### src/rtl/attr_pkg.sv
package attr_pkg;

  typedef enum logic [1:0] {
    PORT_SHARED  = 2'd0,
    PORT_DATA_RD = 2'd1,
    PORT_STATUS  = 2'd2,
    PORT_SPARE   = 2'd3
  } port_e;

  typedef enum logic {
    PH_INDEX = 1'b0,
    PH_DATA  = 1'b1
  } phase_e;

endpackage

### src/rtl/attr_ctl_rst_sync.sv
module attr_ctl_rst_sync (
  input  logic clk,
  input  logic rst_n,
  output logic rst_sync_n
);

  logic [1:0] sync_q;

  always_ff @(posedge clk or negedge rst_n) begin
    if (!rst_n) sync_q <= 2'b00;
    else        sync_q <= {sync_q[0], 1'b1};
  end

  assign rst_sync_n = sync_q[1];

endmodule

### src/rtl/attr_ctl_seq.sv
module attr_ctl_seq #(
  parameter int IDX_W   = 5,
  parameter int ACC_BIT = 5
) (
  input  logic               clk,
  input  logic               rst_n,
  input  logic               wr_shared,
  input  logic               rd_status,
  input  logic [ACC_BIT:0]   wbits,
  output logic               phase,
  output logic [IDX_W-1:0]   idx,
  output logic               lock,
  output logic               data_we
);
  import attr_pkg::*;

  phase_e            phase_q, phase_d;
  logic [IDX_W-1:0]  idx_q, idx_d;
  logic              lock_q, lock_d;

  always_comb begin
    phase_d = phase_q;
    idx_d   = idx_q;
    lock_d  = lock_q;
    if (rd_status) begin
      phase_d = PH_INDEX;
    end else if (wr_shared) begin
      if (phase_q == PH_INDEX) begin
        idx_d   = wbits[IDX_W-1:0];
        lock_d  = wbits[ACC_BIT];
        phase_d = PH_DATA;
      end else begin
        phase_d = PH_INDEX;
      end
    end
  end

  always_ff @(posedge clk or negedge rst_n) begin
    if (!rst_n) begin
      phase_q <= PH_INDEX;
      idx_q   <= '0;
      lock_q  <= 1'b0;
    end else begin
      phase_q <= phase_d;
      idx_q   <= idx_d;
      lock_q  <= lock_d;
    end
  end

  assign phase   = (phase_q == PH_DATA);
  assign idx     = idx_q;
  assign lock    = lock_q;
  assign data_we = wr_shared && !rd_status && (phase_q == PH_DATA);

endmodule

### src/rtl/attr_ctl_regs.sv
module attr_ctl_regs #(
  parameter int DATA_W  = 8,
  parameter int NUM_PAL = 16,
  parameter int PLANES  = 4,
  parameter int SHIFT_W = 3,
  parameter int IDX_W   = 5
) (
  input  logic                      clk,
  input  logic                      rst_n,
  input  logic                      we,
  input  logic [IDX_W-1:0]          widx,
  input  logic                      lock,
  input  logic [DATA_W-1:0]         wdata,
  output logic [NUM_PAL*DATA_W-1:0] pal_flat,
  output logic [DATA_W-1:0]         mode_q,
  output logic [DATA_W-1:0]         border_q,
  output logic [PLANES-1:0]         plane_q,
  output logic [SHIFT_W-1:0]        shift_q,
  output logic [DATA_W-1:0]         csel_q
);

  localparam logic [IDX_W-1:0] IDX_MODE   = IDX_W'(NUM_PAL);
  localparam logic [IDX_W-1:0] IDX_BORDER = IDX_W'(NUM_PAL + 1);
  localparam logic [IDX_W-1:0] IDX_PLANE  = IDX_W'(NUM_PAL + 2);
  localparam logic [IDX_W-1:0] IDX_SHIFT  = IDX_W'(NUM_PAL + 3);
  localparam logic [IDX_W-1:0] IDX_CSEL   = IDX_W'(NUM_PAL + 4);

  for (genvar g = 0; g < NUM_PAL; g++) begin : g_pal
    logic              en;
    logic [DATA_W-1:0] ent_q;
    assign en = we && !lock && (widx == IDX_W'(g));
    always_ff @(posedge clk or negedge rst_n) begin
      if (!rst_n)  ent_q <= '0;
      else if (en) ent_q <= wdata;
    end
    assign pal_flat[g*DATA_W +: DATA_W] = ent_q;
  end

  logic mode_en, border_en, plane_en, shift_en, csel_en;

  always_comb begin
    mode_en   = we && (widx == IDX_MODE);
    border_en = we && (widx == IDX_BORDER);
    plane_en  = we && (widx == IDX_PLANE);
    shift_en  = we && (widx == IDX_SHIFT);
    csel_en   = we && (widx == IDX_CSEL);
  end

  always_ff @(posedge clk or negedge rst_n) begin
    if (!rst_n) begin
      mode_q   <= '0;
      border_q <= '0;
      plane_q  <= '0;
      shift_q  <= '0;
      csel_q   <= '0;
    end else begin
      if (mode_en)   mode_q   <= wdata;
      if (border_en) border_q <= wdata;
      if (plane_en)  plane_q  <= wdata[PLANES-1:0];
      if (shift_en)  shift_q  <= wdata[SHIFT_W-1:0];
      if (csel_en)   csel_q   <= wdata;
    end
  end

endmodule

### src/rtl/attr_ctl_rdmux.sv
module attr_ctl_rdmux #(
  parameter int DATA_W  = 8,
  parameter int NUM_PAL = 16,
  parameter int PLANES  = 4,
  parameter int SHIFT_W = 3,
  parameter int IDX_W   = 5,
  parameter int ACC_BIT = 5
) (
  input  logic [1:0]                addr,
  input  logic [IDX_W-1:0]          idx,
  input  logic                      lock,
  input  logic                      phase,
  input  logic [NUM_PAL*DATA_W-1:0] pal_flat,
  input  logic [DATA_W-1:0]         mode_q,
  input  logic [DATA_W-1:0]         border_q,
  input  logic [PLANES-1:0]         plane_q,
  input  logic [SHIFT_W-1:0]        shift_q,
  input  logic [DATA_W-1:0]         csel_q,
  output logic [DATA_W-1:0]         rdata
);
  import attr_pkg::*;

  logic [DATA_W-1:0] sel_val;
  logic [DATA_W-1:0] idx_val;
  logic [DATA_W-1:0] stat_val;

  always_comb begin
    sel_val = '0;
    for (int i = 0; i < NUM_PAL; i++) begin
      if (idx == IDX_W'(i)) sel_val = pal_flat[i*DATA_W +: DATA_W];
    end
    if (idx == IDX_W'(NUM_PAL))     sel_val = mode_q;
    if (idx == IDX_W'(NUM_PAL + 1)) sel_val = border_q;
    if (idx == IDX_W'(NUM_PAL + 2)) sel_val = DATA_W'(plane_q);
    if (idx == IDX_W'(NUM_PAL + 3)) sel_val = DATA_W'(shift_q);
    if (idx == IDX_W'(NUM_PAL + 4)) sel_val = csel_q;
  end

  always_comb begin
    idx_val          = '0;
    idx_val[IDX_W-1:0] = idx;
    idx_val[ACC_BIT] = lock;
    stat_val         = '0;
    stat_val[0]      = lock;
    stat_val[1]      = phase;
  end

  always_comb begin
    case (port_e'(addr))
      PORT_SHARED:  rdata = idx_val;
      PORT_DATA_RD: rdata = sel_val;
      PORT_STATUS:  rdata = stat_val;
      default:      rdata = '0;
    endcase
  end

endmodule

### src/rtl/attr_ctl.sv
module attr_ctl #(
  parameter int DATA_W  = 8,
  parameter int NUM_PAL = 16,
  parameter int PLANES  = 4,
  parameter int SHIFT_W = 3,
  parameter int ACC_BIT = 5
) (
  input  logic                      clk,
  input  logic                      rst_n,
  input  logic [1:0]                addr,
  input  logic                      wr,
  input  logic                      rd,
  input  logic [DATA_W-1:0]         wdata,
  output logic [DATA_W-1:0]         rdata,
  output logic                      video_en,
  output logic [NUM_PAL*DATA_W-1:0] pal_flat,
  output logic [DATA_W-1:0]         mode_reg,
  output logic [DATA_W-1:0]         border_reg,
  output logic [PLANES-1:0]         plane_mask,
  output logic [SHIFT_W-1:0]        fine_shift,
  output logic [DATA_W-1:0]         csel_reg
);
  import attr_pkg::*;

  localparam int IDX_W = $clog2(NUM_PAL + 5);

  logic             rst_sync_n;
  logic             wr_shared, rd_status;
  logic             phase_q, lock_q, data_we;
  logic [IDX_W-1:0] idx_q;

  assign wr_shared = wr && (port_e'(addr) == PORT_SHARED);
  assign rd_status = rd && (port_e'(addr) == PORT_STATUS);

  attr_ctl_rst_sync u_rst (
    .clk        (clk),
    .rst_n      (rst_n),
    .rst_sync_n (rst_sync_n)
  );

  attr_ctl_seq #(.IDX_W(IDX_W), .ACC_BIT(ACC_BIT)) u_seq (
    .clk       (clk),
    .rst_n     (rst_sync_n),
    .wr_shared (wr_shared),
    .rd_status (rd_status),
    .wbits     (wdata[ACC_BIT:0]),
    .phase     (phase_q),
    .idx       (idx_q),
    .lock      (lock_q),
    .data_we   (data_we)
  );

  attr_ctl_regs #(
    .DATA_W(DATA_W), .NUM_PAL(NUM_PAL), .PLANES(PLANES),
    .SHIFT_W(SHIFT_W), .IDX_W(IDX_W)
  ) u_regs (
    .clk      (clk),
    .rst_n    (rst_sync_n),
    .we       (data_we),
    .widx     (idx_q),
    .lock     (lock_q),
    .wdata    (wdata),
    .pal_flat (pal_flat),
    .mode_q   (mode_reg),
    .border_q (border_reg),
    .plane_q  (plane_mask),
    .shift_q  (fine_shift),
    .csel_q   (csel_reg)
  );

  attr_ctl_rdmux #(
    .DATA_W(DATA_W), .NUM_PAL(NUM_PAL), .PLANES(PLANES),
    .SHIFT_W(SHIFT_W), .IDX_W(IDX_W), .ACC_BIT(ACC_BIT)
  ) u_rd (
    .addr     (addr),
    .idx      (idx_q),
    .lock     (lock_q),
    .phase    (phase_q),
    .pal_flat (pal_flat),
    .mode_q   (mode_reg),
    .border_q (border_reg),
    .plane_q  (plane_mask),
    .shift_q  (fine_shift),
    .csel_q   (csel_reg),
    .rdata    (rdata)
  );

  assign video_en = lock_q;

endmodule

### config.mk
export PLATFORM = sky130hd
export DESIGN_NAME = attr_ctl
export DESIGN_NICKNAME = d
export VERILOG_FILES = /design/src/rtl/attr_pkg.sv /design/src/rtl/attr_ctl_rst_sync.sv /design/src/rtl/attr_ctl_seq.sv /design/src/rtl/attr_ctl_regs.sv /design/src/rtl/attr_ctl_rdmux.sv /design/src/rtl/attr_ctl.sv
export SDC_FILE = /design/constraint.sdc
export NUM_CORES = 1
export LEC_CHECK = 0
export ABC_CLOCK_PERIOD_IN_PS = 6000
export BUFFER_PORTS_ARGS = -buffer_cell sky130_fd_sc_hd__buf_2
export CAP_MARGIN = 20
export CORE_ASPECT_RATIO = 0.75
export CORE_UTILIZATION = 45
export CTS_CLUSTER_DIAMETER = 50
export CTS_CLUSTER_SIZE = 40
export DETAILED_ROUTE_END_ITERATION = 8
export GPL_ROUTABILITY_DRIVEN = 0
export PLACE_DENSITY = 0.69
export SETUP_SLACK_MARGIN = 0.4
export SYNTH_ARGS = -nofsm -noshare
export SYNTH_HDL_FRONTEND = slang
export SYNTH_SLANG_ARGS = --single-unit
export TNS_END_PERCENT = 10
### constraint.sdc
create_clock -name clk -period 6 [get_ports clk]
set_input_delay 0.6 -clock clk [delete_from_list [all_inputs] [get_ports clk]]
set_output_delay 0.6 -clock clk [all_outputs]
set_load 0.02 [all_outputs]
Word level (Yosys, flattened, before mapping)
Cells that the tools add are included.
W data, S select, Z words.
{"block": "totals", "register_bits": 168, "inputBits": 14, "elab_cells": 106}
{"block": "op_classes", "n_eq_ne": 22, "mux": 25, "bitwise": 2, "reduce_logical": 32}
{"operator": "$mux W8", "n": 21}
{"operator": "$eq A5 B4 Y1 const B", "n": 8}
{"operator": "$logic_and A1 B1 Y1", "n": 26}
{"operator": "$eq A5 B5 Y1 const B", "n": 5}
{"operator": "$pmux W8 S3", "n": 1}
{"operator": "$eq A5 B3 Y1 const B", "n": 4}
{"operator": "$eq A5 B2 Y1 const B", "n": 2}
{"operator": "$eq A5 B1 Y1 const B", "n": 1}
{"operator": "$logic_not A5 Y1", "n": 1}
{"operator": "$mux W1", "n": 3}
{"operator": "$reduce_and A3 Y1", "n": 1}
{"operator": "$eq A2 B1 Y1 const B", "n": 1}
{"operator": "$eq A2 B2 Y1 const B", "n": 1}
{"operator": "$logic_not A1 Y1", "n": 2}
{"operator": "$logic_not A2 Y1", "n": 1}
{"operator": "$not A1 Y1", "n": 2}
{"operator": "$reduce_bool A2 Y1", "n": 1}

Logic depth before layout (Yosys ltp)
Gate-level depths: netlist of the first run.
{"block": "logic_depth", "ltp_word": 23, "ltp_mapped": 8, "depth_no_buf": 5}

By module
Synthesis of the first run repeated with hierarchy kept, for this count alone.
{"block": "unflattened", "cells_unflattened": 706, "area_unflattened_um2": 8498.2}
{"module": "attr_ctl_regs", "n_inst": 1, "cells_per_inst": 374, "area_per_inst_um2": 6103.4}
{"module": "attr_ctl_rdmux", "n_inst": 1, "cells_per_inst": 310, "area_per_inst_um2": 2035.7}
{"module": "attr_ctl_seq", "n_inst": 1, "cells_per_inst": 17, "area_per_inst_um2": 284.0}
{"module": "attr_ctl_rst_sync", "n_inst": 1, "cells_per_inst": 3, "area_per_inst_um2": 53.8}
{"module": "attr_ctl", "n_inst": 1, "cells_per_inst": 2, "area_per_inst_um2": 21.3}

Worst setup path after synthesis of the first run
Ideal clock, no wire load.
{"block": "synth_path", "path_kind": "reg-to-output", "startpoint": "register u_seq.idx_q[4], in the netlist u_seq.idx[4]", "endpoint": "output rdata[6]", "arrival_time_ps": 1870, "slack_ps": 3530, "path_stages_with_launch": 7, "cell_sequence": "dfrtp_1 -> buf_2 -> nor3b_2 -> nand2_1 -> o22ai_1 -> a221oi_1 -> a221oi_1"}
{"block": "synth_via", "elab_chain_cells": 23}
{"item": "start: declaration", "line_no": "attr_ctl_seq.sv:18", "text": "logic [IDX_W-1:0] idx_q, idx_d;"}
{"item": "start signal: assignment", "line_no": "attr_ctl_seq.sv:45", "text": "idx_q <= idx_d;"}
{"item": "$logic_not A5 Y1", "line_no": "attr_ctl_rdmux.sv:30", "text": "if (idx == IDX_W'(i)) sel_val = pal_flat[i*DATA_W +: DATA_W];"}
{"item": "$mux W8 (16 in series)", "line_no": "attr_ctl_rdmux.sv:30"}
{"item": "$mux W8", "line_no": "attr_ctl_rdmux.sv:32", "text": "if (idx == IDX_W'(NUM_PAL)) sel_val = mode_q;"}
{"item": "$mux W8", "line_no": "attr_ctl_rdmux.sv:33", "text": "if (idx == IDX_W'(NUM_PAL + 1)) sel_val = border_q;"}
{"item": "$mux W8", "line_no": "attr_ctl_rdmux.sv:34", "text": "if (idx == IDX_W'(NUM_PAL + 2)) sel_val = DATA_W'(plane_q);"}
{"item": "$mux W8", "line_no": "attr_ctl_rdmux.sv:35", "text": "if (idx == IDX_W'(NUM_PAL + 3)) sel_val = DATA_W'(shift_q);"}
{"item": "$mux W8 (*)", "line_no": "attr_ctl_rdmux.sv:36", "text": "if (idx == IDX_W'(NUM_PAL + 4)) sel_val = csel_q;"}
{"item": "$pmux W8 S3 (*)", "line_no": "attr_ctl_rdmux.sv:49", "text": "case (port_e'(addr))"}
{"item": "end: declaration", "line_no": "attr_ctl.sv:14", "text": "output logic [DATA_W-1:0] rdata,"}
Mark *: on every way between the ends. The rest lies on a longest branch, timed or not.

Worst setup path in the final report of the first run
{"block": "layout_path", "startpoint": "register u_seq.idx_q[1], in the netlist u_seq.idx[1]", "endpoint": "output rdata[3]"}
The elaborated chain is that of the path after synthesis.

==> results of run 1 <==
placed cells by master, fill, tap and decap left out, drive strengths merged, types with 10 or more instances in the layout:
cell,netlist,final
buf,29,191
clkbuf,21,17
nor2,31,31
mux2,170,170
o21ai,28,28
mux4,11,11
nand2,41,41
dfrtp,168,168
nor2b,10,10
mux2i,18,18
a21oi,13,13
worst max path at each step:
stage               startpoint            endpoint  cells past startpoint
5_1_grt           u_seq.idx[0]            rdata[2]                      7
4_1_cts           u_seq.idx[0]            rdata[4]                      7
6_report          u_seq.idx[1]            rdata[3]                      7
2_1_floorplan  u_rst.sync_q[1]  u_regs.border_q[0]                      0
3_3_place_gp      u_seq.idx[0]            rdata[4]                      7
3_5_place_dp      u_seq.idx[0]            rdata[4]                      7
power by group through the flow:
stage          combinational [mW]  sequential (mW)  clock (mW)
2_1_floorplan               0.618             1.52           0
3_3_place_gp                 1.03             1.46           0
3_5_place_dp                 1.03             1.46           0
4_1_cts                      1.04             1.44        1.19
5_1_grt                      1.12             1.46        1.24
6_report                     1.07             1.44        1.18
metrics by stage:
step	area, sq um	utilization [%]	power [mW]	hold WS (ns)	setup WS (ns)
finish	10100	56.4	3.68	0.120	2.06
global route	10100	56.4	3.82	0.132	1.90
CTS	10100	56.1	3.66	0.124	2.12
detailed placement	9450	52.6	2.49	0.120	2.59
global placement	9450	52.6	2.48	0.118	2.67
floorplan	8420	-	2.14	0.304	0.972
worst register-to-register path: cells and delay by family, from the launching register on:
family	cells	cell delay, ns
and+or+nand+nor	3	1.10
muxes	1	0.37
buffers and inverters	1	0.37
DFF	1	0.76
routing by layer:
metal | routed length (um) | part of all wire (%) | global-route usage (%)
met4 | 568 | 2.1 | 8.93
met2 | 11800 | 43 | 41.5
met1 | 12300 | 45 | 42.3
met3 | 2620 | 9.6 | 8.20
met5 | 0 | 0 | 0
layout make-up:
type                       instances  area share [%]
timing repair buffer             192            10.2
clock inverter                    15            1.96
clock buffer                      17            4.19
multi-input combinational        445            38.9
sequential                       168            41.5
tap                              242            2.99
inverter                           7           0.259
kinds of logic after synthesis:
| kind of cell | count (synthesis) | synth area share, % |
|---|---|---|
| DFF | 168 | 49.9 |
| buffers and inverters | 57 | 3.22 |
| muxes | 199 | 27.8 |
| other | 1 | 0.0445 |
| AOI/OAI and AO/OA | 111 | 9.27 |
| and+or+nand+nor | 133 | 9.65 |
| xor gates and xnor gates | 1 | 0.104 |
registers in the layout, indices dropped and copies added, names as in the netlist:
register and count:
u_regs.border_q 8, u_regs.csel_q 8, u_regs.g_pal.ent_q 128, u_regs.mode_q 8, u_regs.plane_q 4, u_regs.shift_q 3
u_rst.sync_q 2, u_seq.idx 5, u_seq.lock 1, u_seq.phase 1
==> results.yml, run 1 <==
outcome:
  outcome: "finished, final reports clean"
logic_synthesis:
  synthesis.nets: 684
  yosysTopAreaCell: "dfrtp_1"
  syn_inst: 670
  ys_top_cells_by_count: "168 x dfrtp_1, 168 x mux2_2, 35 x nand2_1, 28 x o21ai_0, 22 x buf_2"
  ys_ff_latch: 168
  ys_warn_count: 0
  synth_cell_types: 72
  avgSynthCellArea_sq_um: 12.6
  synth_seq_area_share_pct: 49.9
  synth_ff_type: "dfrtp_1"
  synthTopCellsByArea: "dfrtp_1 50%, mux2_2 22%, mux4_2 2.9%"
  synth_edf_count: 0
  syn_area_sq_um: 8420
  synthArstFlopShare_pct: 100
  yosysTopAreaCellShare_pct: 49.9
worst_setup_path:
  r2r_cells: 5
  slowest_delay_ns: 0.57
  end_kind: "primary output"
  reg2reg_setup_slack_ns: 3.29
  criticalPathCategory: "reg2out"
  worstReg2RegEnd: "u_regs.csel_q[7]"
  r2r-start: "u_seq.idx[2]"
  crit_required_ns: 5.40
  critPathMaxFanout: 31
  crit_buf_inv: 3
  cp_cell_sequence: "buf_4, clkinv_1, nand2_2, o2111ai_1, a311oi_1, or2_1, buf_2"
  crit_family: "buffers and inverters"
  start_kind: "register"
  crit_arrival_ns: 3.34
  cpMaxStageDelayCell: "a311oi_1"
clock_tree:
  clockRootBuffer: "clkbuf_16"
  cts_made_buffers: 17
  cts_sinks: 168
  post_cts_resized: 0
  clk_pin_slew_ns: 0.06
  ctsHtreeMaxLevel: 4
  cts_hold_buf: 1
  postCtsSetupBuffers: 0
  cts_tree: "done"
  ctsLongestPathBuffers: 2
  clkLatencyLatePin_ns: 0.44
drt:
  firstDrtPassIters: 5
  vias: 6751
  ant_nets: 0
  drt_wl_total_um: 27200
  drc_errors: 0
  vias_per_cell: 6.22
  initialDrtViolationCount: 617
  routedWlPerCell_um: 25.1
floorplanning:
  coreArea_sq_um: 18000
  die_h_um: 120
  num_io_pins: 182
  dieWidth_um: 160
  rows: 42
  start_util_pct: 46.9
  die_area_sq_um: 19300
pwr:
  clock_power_share_pct: 32.0
  power_switching_mw: 1.33
  p_per_area_nw_per_um2: 363
  combPwrFrac_pct: 28.9
  swShare_pct: 36.2
  peakVddDrop_mv: 0.174
  leakage_nw: 5.17
  p_int_mw: 2.35
  seq_power_share_pct: 39.1
global_route:
  antenna_found_initial: 0
  track_usage_pct: 29.0
  grt_pass1_vias: 6504
  grt-ovfl-total: 0
  grt_pass1_wl_um: 41000
  grt_max_degree: 82
layout:
  fin_cells: 1086
  fin_nets: 845
  areaGrowthSynthToFinish_pct: 20.4
  multi_input_area_sq_um: 3950
  regArea_sq_um: 4210
  layout-drive-gt1-share_pct: 51.7
  diodes: 0
  fillCellCount: 1560
timing:
  fmax_ghz: 0.254
  fin_crit_sh_pct: 65.6
  worst_pin_slew_ns: 0.781
  relSlewSlack_pct: 48.0
  slew_violations: 0
  finClkSkew_ns: 0.0100
  fin_crit_ns: 3.94
  hold_violations: 0
  final-setup-viol-count: 0
  rsz0062_at_grt: "no"
  finalSetupTns_ns: 0
run:
  cap_violations: 0
placement:
  place_inst: 1051
  io_buffers: 181
  dpl.hpwl_um: 18900
hold_path:
  holdCritPathClass: "reg2async"
Power figures use the tool's default switching activity.
==> run 2, diff against run 1 <==
ABC_CLOCK_PERIOD_IN_PS = 3600   (was 6000)
PLACE_DENSITY = 0.72   (was 0.69)
clock period = 3.6 ns   (was 6 ns; I/O delays follow)
==> results.yml, run 2 (synthesized netlist as in run 1, its figures left out) <==
placement:
  placed_cell_area_sq_um: 9510
  io_buffers: 181
  dpl.hpwl_um: 18800
  place_inst: 1055
floorplanning:
  rows: 42
  die_h_um: 120
  start_util_pct: 46.9
  coreArea_sq_um: 18000
  die_area_sq_um: 19300
  dieWidth_um: 160
  num_io_pins: 182
drt:
  drt_wl_total_um: 26700
  routedWlPerCell_um: 24.6
  ant_nets: 0
  vias: 6674
  firstDrtPassIters: 5
  drc_errors: 0
  vias_per_cell: 6.13
  initialDrtViolationCount: 726
global_route:
  antenna_found_initial: 0
  grt-ovfl-total: 0
  grt_pass1_vias: 6552
  track_usage_pct: 28.4
  grt_max_degree: 167
  grt_pass1_wl_um: 40600
timing:
  fin_crit_ns: 3.18
  slew_violations: 0
  relSlewSlack_pct: 37.0
  final-setup-viol-count: 0
  worst_pin_slew_ns: 0.946
  fmax_ghz: 0.314
  fin_crit_sh_pct: 88.4
  rsz0062_at_grt: "yes"
  finalSetupTns_ns: 0
  hold_violations: 0
  finClkSkew_ns: 0.0103
layout:
  layout_commonest_cell: "buf_2"
  fin_area_sq_um: 10200
  multi_input_area_sq_um: 3990
  fillCellCount: 1553
  diodes: 0
  fin_cells: 1089
  areaGrowthSynthToFinish_pct: 20.9
  fin_nets: 848
  regArea_sq_um: 4220
  largest_reg_flops: 128
  layout-drive-gt1-share_pct: 52.8
  layout_common_cells: "181 x buf_2, 168 x mux2_2, 162 x dfrtp_1, 35 x nand2_1, 28 x o21ai_0"
  regMostFlops: "u_regs.g_pal.ent_q"
worst_setup_path:
  r2r-start: "u_seq.idx[2]"
  cp_cell_sequence: "buf_12, mux2i_1, mux4_2, o311ai_2, a21oi_1, o22ai_1, buf_2"
  crit_arrival_ns: 2.82
  crit_buf_inv: 2
  cpMaxStageDelayCell: "dfrtp_4"
  critPathMaxFanout: 30
  crit_family: "compound AO/OA/AOI/OAI gates"
  slowest_delay_ns: 0.61
  r2r_cells: 5
  crit_required_ns: 3.24
  end_kind: "primary output"
  criticalPathCategory: "reg2out"
  reg2reg_setup_slack_ns: 1.26
  start_kind: "register"
  worstReg2RegEnd: "u_regs.g_pal[10].ent_q[6]"
clock_tree:
  clockRootBuffer: "clkbuf_16"
  clk_pin_slew_ns: 0.06
  cts_tree: "done"
  cts_made_buffers: 17
  cts_sinks: 168
  ctsLongestPathBuffers: 2
  ctsHtreeMaxLevel: 4
  clkLatencyLatePin_ns: 0.44
hold_path:
  holdCritPathClass: "in2async"
run:
  cap_violations: 0
pwr:
  leakage_nw: 5.18
  peakVddDrop_mv: 0.369
  totalPowerFinal_mw: 6.10
  p_per_area_nw_per_um2: 599
outcome:
  outcome: "finished, final reports clean"
[run 2: changes by cell type in the layout (fill, tap and decap cells not counted), sizes merged]
| cell | change |
|---|---|
| buf | +3 |
| bufinv | -2 |
| clkbuf | +4 |
| inv | -2 |
[run 2: per-layer routing]
metal / share of wire [%] / vias to the layer above / global-route usage, % / routed length, um
met5: 0 / - / 0 / 0
met4: 1.8 / 0 / 6.01 / 490
met3: 10 / 41 / 8.23 / 2740
met2: 44 / 401 / 41.2 / 11600
met1: 44 / 3413 / 42.0 / 11900
li1: - / 2819 / - / -
[run 2: timing repair]
action	in CTS	in global routing
hold buffers	1	0
setup endpoints to repair	8	8
setup buffers	0	1
endpoints found under the hold margin	2	0
gates resized for setup	8	10
[run 2: power by group]
| group | total [mW] | switching [mW] | internal [mW] |
|---|---|---|---|
| logic | 1.82 | 1.12 | 0.698 |
| clock network | 1.85 | 0.775 | 1.08 |
| registers | 2.43 | 0.325 | 2.11 |
| total | 6.10 | 2.22 | 3.88 |
[run 2: worst max-delay path by stage]
stage / startpoint / endpoint / slack, ns / cells past startpoint
2_1_floorplan: u_rst.sync_q[1] / u_regs.border_q[0] / 0.82 / 0
3_3_place_gp: u_seq.idx[0] / rdata[4] / 0.49 / 6
3_5_place_dp: u_seq.idx[0] / rdata[4] / 0.44 / 6
4_1_cts: u_seq.idx[0] / rdata[7] / 0.37 / 7
5_1_grt: u_seq.idx[1] / rdata[5] / 0.35 / 7
6_report: u_seq.idx[1] / rdata[5] / 0.42 / 7
[run 2: final cells by class]
cell class	count	area share, %
timing repair buffer	195	10.3
clock buffer	21	4.62
clock inverter	11	1.19
tap	242	2.97
sequential	168	41.4
inverter	7	0.283
multi-input combinational	445	39.2
[run 2: through the flow]
| step | util [%] | hold slack (ns) | setup WS [ns] |
|---|---|---|---|
| 2_1_floorplan | - | 0.0644 | 0.822 |
| 3_3_place_gp | 52.9 | 0.147 | 0.485 |
| 3_5_place_dp | 52.9 | 0.147 | 0.439 |
| 4_1_cts | 56.4 | 0.229 | 0.371 |
| 5_1_grt | 56.6 | 0.227 | 0.352 |
| 6_report | 56.6 | 0.237 | 0.417 |
